`src/rtl/unlock_pkg.sv`:
```
// Shared constants for the feature unlock detector.
// Assumes byte-wide writes; the key is computed through a function, not stored.
package unlock_pkg;
    localparam int DW      = 8;
    localparam int KEY_LEN = 15;
    // states: wait, armed, then one per key byte
    localparam int ST_W    = $clog2(KEY_LEN + 2);

    // Returns key byte i of the unlock series.
    function automatic logic [DW-1:0] key_byte(input int i);
        case (i)
            0:  key_byte = 8'hFF;
            1:  key_byte = 8'h77;
            2:  key_byte = 8'hB3;
            3:  key_byte = 8'h51;
            4:  key_byte = 8'hA8;
            5:  key_byte = 8'hD4;
            6:  key_byte = 8'h62;
            7:  key_byte = 8'h39;
            8:  key_byte = 8'h9C;
            9:  key_byte = 8'h46;
            10: key_byte = 8'h2B;
            11: key_byte = 8'h15;
            12: key_byte = 8'h8A;
            13: key_byte = 8'hCD;
            14: key_byte = 8'hEE;
            default: key_byte = '0;
        endcase
    endfunction
endpackage

```
`src/rtl/unlock_seq_fsm.sv`:
```
// Sequence tracker: follows the sync step and the key bytes.
// Emits a one-cycle 'fin' on the byte taken in the last key position and
// 'fin_open' when that byte is the final key byte. Assumes wr_en is already
// qualified by the port decode.
module unlock_seq_fsm
    import unlock_pkg::*;
#(
    parameter int KLEN = KEY_LEN,
    parameter int SW   = ST_W
) (
    input  logic          clk,
    input  logic          rst_n,
    input  logic          wr_en,
    input  logic [DW-1:0] wr_data,
    output logic [SW-1:0] state,
    output logic          fin,
    output logic          fin_open
);
    localparam int S_WAIT = 0;
    localparam int S_ARM  = 1;
    localparam int S_K0   = 2;
    localparam int S_LAST = S_K0 + KLEN - 1;

    logic [KLEN-1:0] match;
    logic [SW-1:0]   nxt;
    int              kidx;

    // One comparator per key position.
    for (genvar g = 0; g < KLEN; g++) begin : g_cmp
        assign match[g] = (wr_data == key_byte(g));
    end

    assign kidx = int'(state) - S_K0;

    // Next-state decision for each accepted byte.
    always_comb begin
        nxt      = state;
        fin      = 1'b0;
        fin_open = 1'b0;
        if (wr_en) begin
            if (int'(state) == S_WAIT) begin
                nxt = (wr_data != '0) ? SW'(S_ARM) : SW'(S_WAIT);
            end else if (int'(state) == S_ARM) begin
                nxt = (wr_data == '0) ? SW'(S_K0) : SW'(S_ARM);
            end else if (int'(state) == S_LAST) begin
                fin      = 1'b1;
                fin_open = match[KLEN-1];
                nxt      = SW'(S_WAIT);
            end else if (kidx >= 0 && kidx < KLEN - 1) begin
                nxt = match[kidx] ? state + SW'(1) : SW'(S_WAIT);
            end else begin
                nxt = SW'(S_WAIT);
            end
        end
    end

    // State register with synchronous active-low reset.
    always_ff @(posedge clk) begin
        if (!rst_n) state <= SW'(S_WAIT);
        else        state <= nxt;
    end

    AST_IDLE_HOLDS: assert property (@(posedge clk) disable iff (!rst_n)
        !wr_en |=> $stable(state));
    AST_ARM_ON_NONZERO: assert property (@(posedge clk) disable iff (!rst_n)
        (wr_en && int'(state) == S_WAIT && wr_data != '0) |=> int'(state) == S_ARM);
    AST_SYNC_DONE: assert property (@(posedge clk) disable iff (!rst_n)
        (wr_en && int'(state) == S_ARM && wr_data == '0) |=> int'(state) == S_K0);
    AST_END_TO_WAIT: assert property (@(posedge clk) disable iff (!rst_n)
        fin |=> int'(state) == S_WAIT);
    AST_STATE_RANGE: assert property (@(posedge clk) disable iff (!rst_n)
        int'(state) <= S_LAST);
endmodule

```
`src/rtl/unlock_flag.sv`:
```
// Holds the unlocked flag. It loads a new value only when the tracker
// reports a finished series. Assumes 'fin' is a single-cycle pulse.
module unlock_flag (
    input  logic clk,
    input  logic rst_n,
    input  logic fin,
    input  logic fin_open,
    output logic unlocked
);
    // Flag register: cleared by reset, loaded at series end.
    always_ff @(posedge clk) begin
        if (!rst_n)   unlocked <= 1'b0;
        else if (fin) unlocked <= fin_open;
    end

    AST_FLAG_HOLD: assert property (@(posedge clk) disable iff (!rst_n)
        !fin |=> $stable(unlocked));
    AST_CLOSE_ON_BAD_END: assert property (@(posedge clk) disable iff (!rst_n)
        (fin && !fin_open) |=> !unlocked);
    AST_OPEN_ON_GOOD_END: assert property (@(posedge clk) disable iff (!rst_n)
        (fin && fin_open) |=> unlocked);
endmodule

```
`src/rtl/xfeat_unlock.sv`:
```
// Top of the feature unlock detector. Connects the sequence tracker to the
// flag register and gates mapping-register writes with the flag.
// Assumes all inputs are synchronous to clk.
module xfeat_unlock
    import unlock_pkg::*;
(
    input  logic            clk,
    input  logic            rst_n,
    input  logic            wr_en,
    input  logic [DW-1:0]   wr_data,
    input  logic            map_wr_req,
    output logic            unlocked,
    output logic            map_wr_ok,
    output logic [ST_W-1:0] dbg_state
);
    logic fin;
    logic fin_open;

    unlock_seq_fsm #(.KLEN(KEY_LEN), .SW(ST_W)) u_seq (
        .clk(clk), .rst_n(rst_n), .wr_en(wr_en), .wr_data(wr_data),
        .state(dbg_state), .fin(fin), .fin_open(fin_open)
    );

    unlock_flag u_flag (
        .clk(clk), .rst_n(rst_n), .fin(fin), .fin_open(fin_open),
        .unlocked(unlocked)
    );

    // Mapping writes pass only while the features are open.
    always_comb map_wr_ok = map_wr_req & unlocked;

    AST_RESET_LOCKS: assert property (@(posedge clk)
        !rst_n |=> (!unlocked && dbg_state == '0));
    AST_GATE_CLOSED: assert property (@(posedge clk) disable iff (!rst_n)
        !unlocked |-> !map_wr_ok);
endmodule

```
`config.mk`:
```
export PLATFORM = sky130hd
export DESIGN_NAME = xfeat_unlock
export DESIGN_NICKNAME = d
export VERILOG_FILES = /design/src/rtl/unlock_pkg.sv /design/src/rtl/unlock_seq_fsm.sv /design/src/rtl/unlock_flag.sv /design/src/rtl/xfeat_unlock.sv
export SDC_FILE = /design/constraint.sdc
export NUM_CORES = 1
export LEC_CHECK = 0
export ABC_AREA = 1
export BUFFER_PORTS_ARGS = -buffer_cell sky130_fd_sc_hd__clkbuf_2
export CORE_AREA = 3 3 68 54
export CTS_CLUSTER_DIAMETER = 40
export DETAILED_ROUTE_END_ITERATION = 7
export DIE_AREA = 0 0 71 57
export GPL_TIMING_DRIVEN = 1
export PLACE_DENSITY = 0.58
export SYNTH_ARGS = -nofsm -noshare
export SYNTH_HDL_FRONTEND = slang
export SYNTH_SLANG_ARGS = --single-unit
```
`constraint.sdc`:
```
create_clock -name clk -period 2.18 [get_ports clk]
set_input_delay 0.327 -clock clk [delete_from_list [all_inputs] [get_ports clk]]
set_output_delay 0.327 -clock clk [all_outputs]
set_load 0.05 [all_outputs]
```
==> results_dict.tcl, run 1 <==
set metrics [dict create \
    grt_pass1_wl_mm 4.19 \
    final_cell_mix "nand2_1 (60), nor2_1 (29), inv_1 (26)" \
    tns_ns 0 \
    path_max_fanout 7 \
    r2r_setup_slack_ns 0.26 \
    fin_nets 219 \
    synth_cells 178 \
    pre_cts_ws_ns 0.283 \
    synth_seq_cells 6 \
    clk_latency_ns 0.23 \
    ys_types 22 \
    finClkSkew_ns 0.00392 \
    dp_cells 235 \
    hold_start "wr_en" \
    ir_drop_mv 0.226 \
    std_cell_rows 17 \
    r2r-end "u_seq.state[3]" \
    r2r_cells 11 \
    crit_required_ns 2.34 \
    utilization_pct 37.4 \
    worst_setup_hold_path_clk_slew_ns 0.04 \
    crit_slowest_cell "dfxtp_1" \
    worstMarginPinSlew_ns 0.388 \
    syn_avg_cell_area_um2 5.24 \
    core_area_um2 2980 \
    crit_chain "inv_1 > ha_1 > nand2_1 > nor3_1 > nand3_1 > nand3_1 > nor2_1 > nor2_1 > and2_4 > nand3_1 > a21oi_1" \
    worstHoldPathType "input port to flip-flop" \
    finalCriticalPeriod_ns 1.92 \
    slew_viol_final 0 \
    gp_congestion 0.911 \
    start_util_pct 31.3 \
    fin_cells 238 \
    leakage_uw 0.000579 \
    clkSinkCount 6 \
    hold_viol 0 \
    ioPinCount 19 \
    path_class "flip-flop to flip-flop" \
    drtIter0Drc 89 \
    post-cts-setup-buffers 0 \
    arrival_ns 2.07 \
    cts_resized 0 \
    netlist_top_cells_area "nand2_1 (24%), dfxtp_1 (13%), nor2_1 (12%)" \
    ys_seq_area_share_pct 12.9 \
    via_count 1128 \
    drc 0 \
    die-area_um2 4050 \
    max-slew-margin-rel_pct 73.9 \
    die_w_um 71 \
    cts_inserted_buffers 3 \
    maxCapViolCount 0 \
    grt_pass1_vias 946 \
    drt-wirelength-per-cell_um 10.5 \
    die_h_um 57 \
    area_growth_pct 19.3 \
    r2r-start "u_seq.state[2]" \
    rsz0062_at_grt "no" \
    max-clock-path-buffers 2 \
    cts-root-buf "clkbuf_8" \
    holdPathEnd "u_flag.unlocked" \
    critPathLaunchType "flip-flop" \
    diodes 0 \
    setup_viol 0 \
    detail-route-antenna-nets 0 \
    dr.pass1.iters 4 \
    end_kind "flip-flop" \
    overflow 0 \
    fmax_mhz 521 \
    crit_path_frequent_cell "nand3_1" \
    cts_tree "done" \
    syn_nets 195 \
    whs_path_depth 3 \
    dpl.hpwl_mm 2.05 \
    syn_area_um2 932 \
    max_stage_delay_ns 0.43 \
    grt_use_total_pct 12.8 \
    yosysWarningCount 0 \
    final_common_cell "nand2_1" \
    grt_max_degree 11 \
    layout-drive-gt1-share_pct 15.5 \
    synth_top_area_share_pct 24.2 \
    setup_slack_ns 0.262 \
    htree_levels 1 \
    portBuffers 18 \
    powerDensity_nw_per_um2 345 \
    hold_buffers 0 \
    wirelength_mm 2.49 \
    fin_crit_sh_pct 88.0 \
    antenna_found_initial 0 \
    status "complete, no violations" \
    viasPerCell 4.74 \
    yosysTopAreaCell "nand2_1" \
]
area by class of cell:
cell class	count	area [um^2]
flip-flops and latches	6	121
multi-input cells	144	692
clock buffers	3	41.3
well taps	38	47.5
repair buffers	21	113
inverters	26	97.6
fillers	331	1870
worst max-delay path: cells and delay by family, from the launching register on:
kind	cells	cell delay, ns
AO/OA/AOI/OAI	1	0.12
flip-flops	1	0.43
buffers and inverters	1	0.07
AND/OR/NAND/NOR	8	0.87
adder cells (fa/ha/maj)	1	0.36
through the flow:
step / hold slack (ns) / area (um^2) / total power (uW)
6_report: 0.389 / 1110 / 384
5_1_grt: 0.418 / 1110 / 409
4_1_cts: 0.385 / 1110 / 386
3_5_place_dp: 0.485 / 1070 / 213
3_3_place_gp: 0.483 / 1070 / 215
2_1_floorplan: 0.495 / 933 / 182
where the power goes:
part           switching, uW  internal [uW]  total [uW]
Clock                   52.3            119         171
Combinational           66.7           31.0        97.7
Sequential              2.59            112         115
Total                    122            262         384
Yosys cell counts (all sizes together):
cell,number
nand2,60
nor2,31
inv,26
nand3,19
a21oi,10
dfxtp,6
ha,5
nand4,3
nor3,3
o21ai,3
xor2,3
buf,2
nand3b,2
and2,1
and3,1
nor4,1
o31ai,1
xnor2,1
per-layer routing:
layer / global-route usage [%] / vias to the layer above / wire [um]
met4: 1.61 / 0 / 0
li1: - / 606 / -
met2: 17.6 / 33 / 976
met5: 0 / - / 0
met3: 3.70 / 0 / 203
met1: 19.9 / 489 / 1310
worst max path at each step:
stage	end	slack [ns]	from	depth (start not counted)
after floorplan	u_seq.state[2]	0.15	u_seq.state[2]	11
after global placement	u_seq.state[4]	0.29	u_seq.state[2]	11
after detailed placement	u_seq.state[2]	0.28	u_seq.state[2]	11
after CTS	u_seq.state[2]	0.27	u_seq.state[2]	11
after global routing	u_seq.state[2]	0.006	u_seq.state[2]	11
final	u_seq.state[3]	0.26	u_seq.state[2]	11
sequential cells by signal, indices dropped and copies added (netlist names):
register         flops
u_flag.unlocked      1
u_seq.state          5
kinds of logic (layout without fill, tap and decap cells):
logic type	after synthesis	in the layout	synth area share [%]
XOR/XNOR	4	4	3.76
flip-flops	6	6	12.9
adder cells (fa/ha/maj)	5	5	6.71
AO/OA/AOI/OAI	14	14	8.19
AND/OR/NAND/NOR	121	121	55.6
buffers and inverters	28	50	12.9
Power figures use the tool's default switching activity.
==> inputs of run 2 (changes only) <==
--- a/config.mk
+++ b/config.mk
@@ -5,7 +5,7 @@
 export SDC_FILE = /design/constraint.sdc
 export NUM_CORES = 1
 export LEC_CHECK = 0
-export ABC_AREA = 1
+export ABC_AREA = 0
 export BUFFER_PORTS_ARGS = -buffer_cell sky130_fd_sc_hd__clkbuf_2
 export CORE_AREA = 3 3 68 54
 export CTS_CLUSTER_DIAMETER = 40
==> constraint.sdc (replaced) <==
create_clock -name clk -period 1.77 [get_ports clk]
set_input_delay 0.2655 -clock clk [delete_from_list [all_inputs] [get_ports clk]]
set_output_delay 0.2655 -clock clk [all_outputs]
set_load 0.05 [all_outputs]
==> run 2 against run 1 <==
  * Total power increased by 24%
  * Area after synthesis is 0.13% lower
  * Count of clock-buffer cells in the layout did not move
  * First-iteration DRC count rose by 1.1%
  * Die area unchanged
  * Synthesized cell count is 30% lower
  * Wire length grew 10%
  * Clock power up 24%
  * Largest power group unchanged
==> results_dict.tcl, run 2 <==
set metrics [dict create \
    die_w_um 71 \
    netlist_top_cells_area "dfxtp_1 (13%), ha_1 (6.7%), buf_6 (6.0%)" \
    whs_ns 0.329 \
    multiInputGateArea_um2 758 \
    hold_viol 0 \
    setup_viol 0 \
    htree_levels 1 \
    die-area_um2 4050 \
    antenna_found_initial 0 \
    top_register "u_seq.state" \
    worstMarginPinSlew_ns 0.421 \
    via_count 1074 \
    syn_nets 142 \
    path_class "flip-flop to flip-flop" \
    yosysTopAreaCell "dfxtp_1" \
    final_common_cell "buf_4" \
    finalCriticalPeriod_ns 1.71 \
    diodes 0 \
    fin_crit_sh_pct 96.7 \
    dp_cells 186 \
    wirelength_mm 2.74 \
    clk_latency_ns 0.23 \
    synthArstFlopShare_pct 0 \
    maxCapViolCount 0 \
    setup_slack_ns 0.0591 \
    fin_cells 194 \
    layout-drive-gt1-share_pct 40.4 \
    largest_reg_flops 5 \
    ys_seq_area_share_pct 12.9 \
    synth_cells 125 \
    core_area_um2 2980 \
    fillers 306 \
    powerDensity_nw_per_um2 376 \
    dpl.hpwl_mm 2.09 \
    portBuffers 18 \
    pre_cts_ws_ns -0.0650 \
    overflow 0 \
    crit_required_ns 1.90 \
    max-clock-path-buffers 2 \
    die_h_um 57 \
    synth_seq_cells 6 \
    place_area_um2 1130 \
    worstHoldPathType "input port to flip-flop" \
    arrival_ns 1.84 \
    max-slew-margin-rel_pct 71.7 \
    cts_inserted_buffers 3 \
    critPathLaunchType "flip-flop" \
    drt-wirelength-per-cell_um 14.1 \
    ioPinCount 19 \
    rsz0062_at_grt "yes" \
    fmax_mhz 584 \
    grt_max_degree 12 \
    grt_pass1_wl_mm 4.55 \
    ir_drop_mv 0.195 \
    status "complete, no violations" \
    viasPerCell 5.54 \
    detail-route-antenna-nets 0 \
    yosysWarningCount 0 \
    slew_viol_final 0 \
    fin_nets 175 \
    synth_edf_count 0 \
    grt_use_total_pct 13.6 \
    finClkSkew_ns 0.00175 \
    drtIter0Drc 90 \
    start_util_pct 31.3 \
    area_growth_pct 36.3 \
    synth_top_area_share_pct 12.9 \
    gp_congestion 0.955 \
    syn_area_um2 931 \
    cts_tree "done" \
    final_cell_mix "buf_4 (22), clkbuf_2 (18), nor2_1 (10)" \
    worst_setup_hold_path_clk_slew_ns 0.04 \
    clkSinkCount 6 \
    synth_most_common_cell "nor2_1" \
    path_max_fanout 7 \
    leakage_uw 0.000496 \
    grt_pass1_vias 959 \
    hold_buffers 0 \
    regArea_um2 131 \
    dr.pass1.iters 4 \
    syn_avg_cell_area_um2 7.45 \
    synth_ff_type "dfxtp_1" \
    synth_common_cells "nor2_1 (11), nand2_1 (9), nand3_1 (8), o21ai_0 (8), nor3_1 (7)" \
    std_cell_rows 17 \
    ys_types 46 \
    cts-root-buf "clkbuf_8" \
    top_regs "u_seq.state (5), u_flag.unlocked (1)" \
    fin_area_um2 1270 \
    end_kind "flip-flop" \
    drc 0 \
]
==> run 2: cell types whose count changed after synthesis, sizes merged, moves of 3 or more <==
cell    change
nand4       +3
nor3        +4
nand3      -11
nand2      -51
nor2       -20
a21oi       -8
nor4b       +4
nand4b      +4
nor2b       +4
clkbuf      +4
buf         +7
o21ai       +6
inv        -22
==> run 2: final timing paths <==
kind / slack (ns) / from / cells past startpoint / end
setup / recovery: 0.06 / u_seq.state[1] / 6 / u_seq.state[0]
hold / removal: 0.33 / rst_n / 3 / u_seq.state[0]
setup reg to reg: 0.06 / u_seq.state[1] / 6 / u_seq.state[0]
hold reg to reg: 0.52 / u_seq.state[0] / 1 / u_seq.state[0]
==> run 2: per-stage QoR <==
stage	total power [uW]	util, %	setup TNS, ns
finish	477	42.6	0
global route	503	42.6	-0.0345
CTS	471	39.4	0
detailed placement	260	38.0	-0.0729
global placement	258	38.0	-0.00451
floorplan	219	-	-0.732
==> run 2: cell type report <==
type,count,area share [%]
multi-input combinational,102,59.8
sequential,6,10.4
clock buffer,3,3.25
timing repair buffer,41,21.3
inverter,4,1.58
tap,38,3.75
==> run 2: per-layer routing <==
| layer | track usage (%) | vias up | routed length [um] |
|---|---|---|---|
| met5 | 0 | - | 0 |
| met1 | 19.0 | 495 | 1290 |
| met2 | 19.9 | 42 | 1260 |
| li1 | - | 534 | - |
| met3 | 3.70 | 3 | 168 |
| met4 | 5.36 | 0 | 25 |
==> run 2: worst max-delay path: stages, from the launching register on <==
cell and delay [ns]:
dfxtp_4 0.37, inv_6 0.04, ha_4 0.24, or4_1 0.51
nand4_1 0.15, o21ai_4 0.11, o41ai_2 0.19
==> run 2: report_power, final <==
group          internal [uW]  total (uW)  switching (uW)
Combinational           53.4         125            71.8
Clock                    147         212            65.4
Sequential               135         140            5.15
==> run 2: kinds of logic after synthesis <==
kind of cell	count (synthesis)	share of synthesized area, %
compound gates	23	18.4
simple gates	69	44.6
xor+xnor	4	3.76
mux	1	1.08
buf+inv	17	12.5
flops	6	12.9
fa+ha+maj	5	6.72
==> run 2: what timing repair did <==
action / CTS / global route
setup buffers: 0 / 5
gates resized for setup: 0 / 12
setup endpoints to repair: 0 / 5
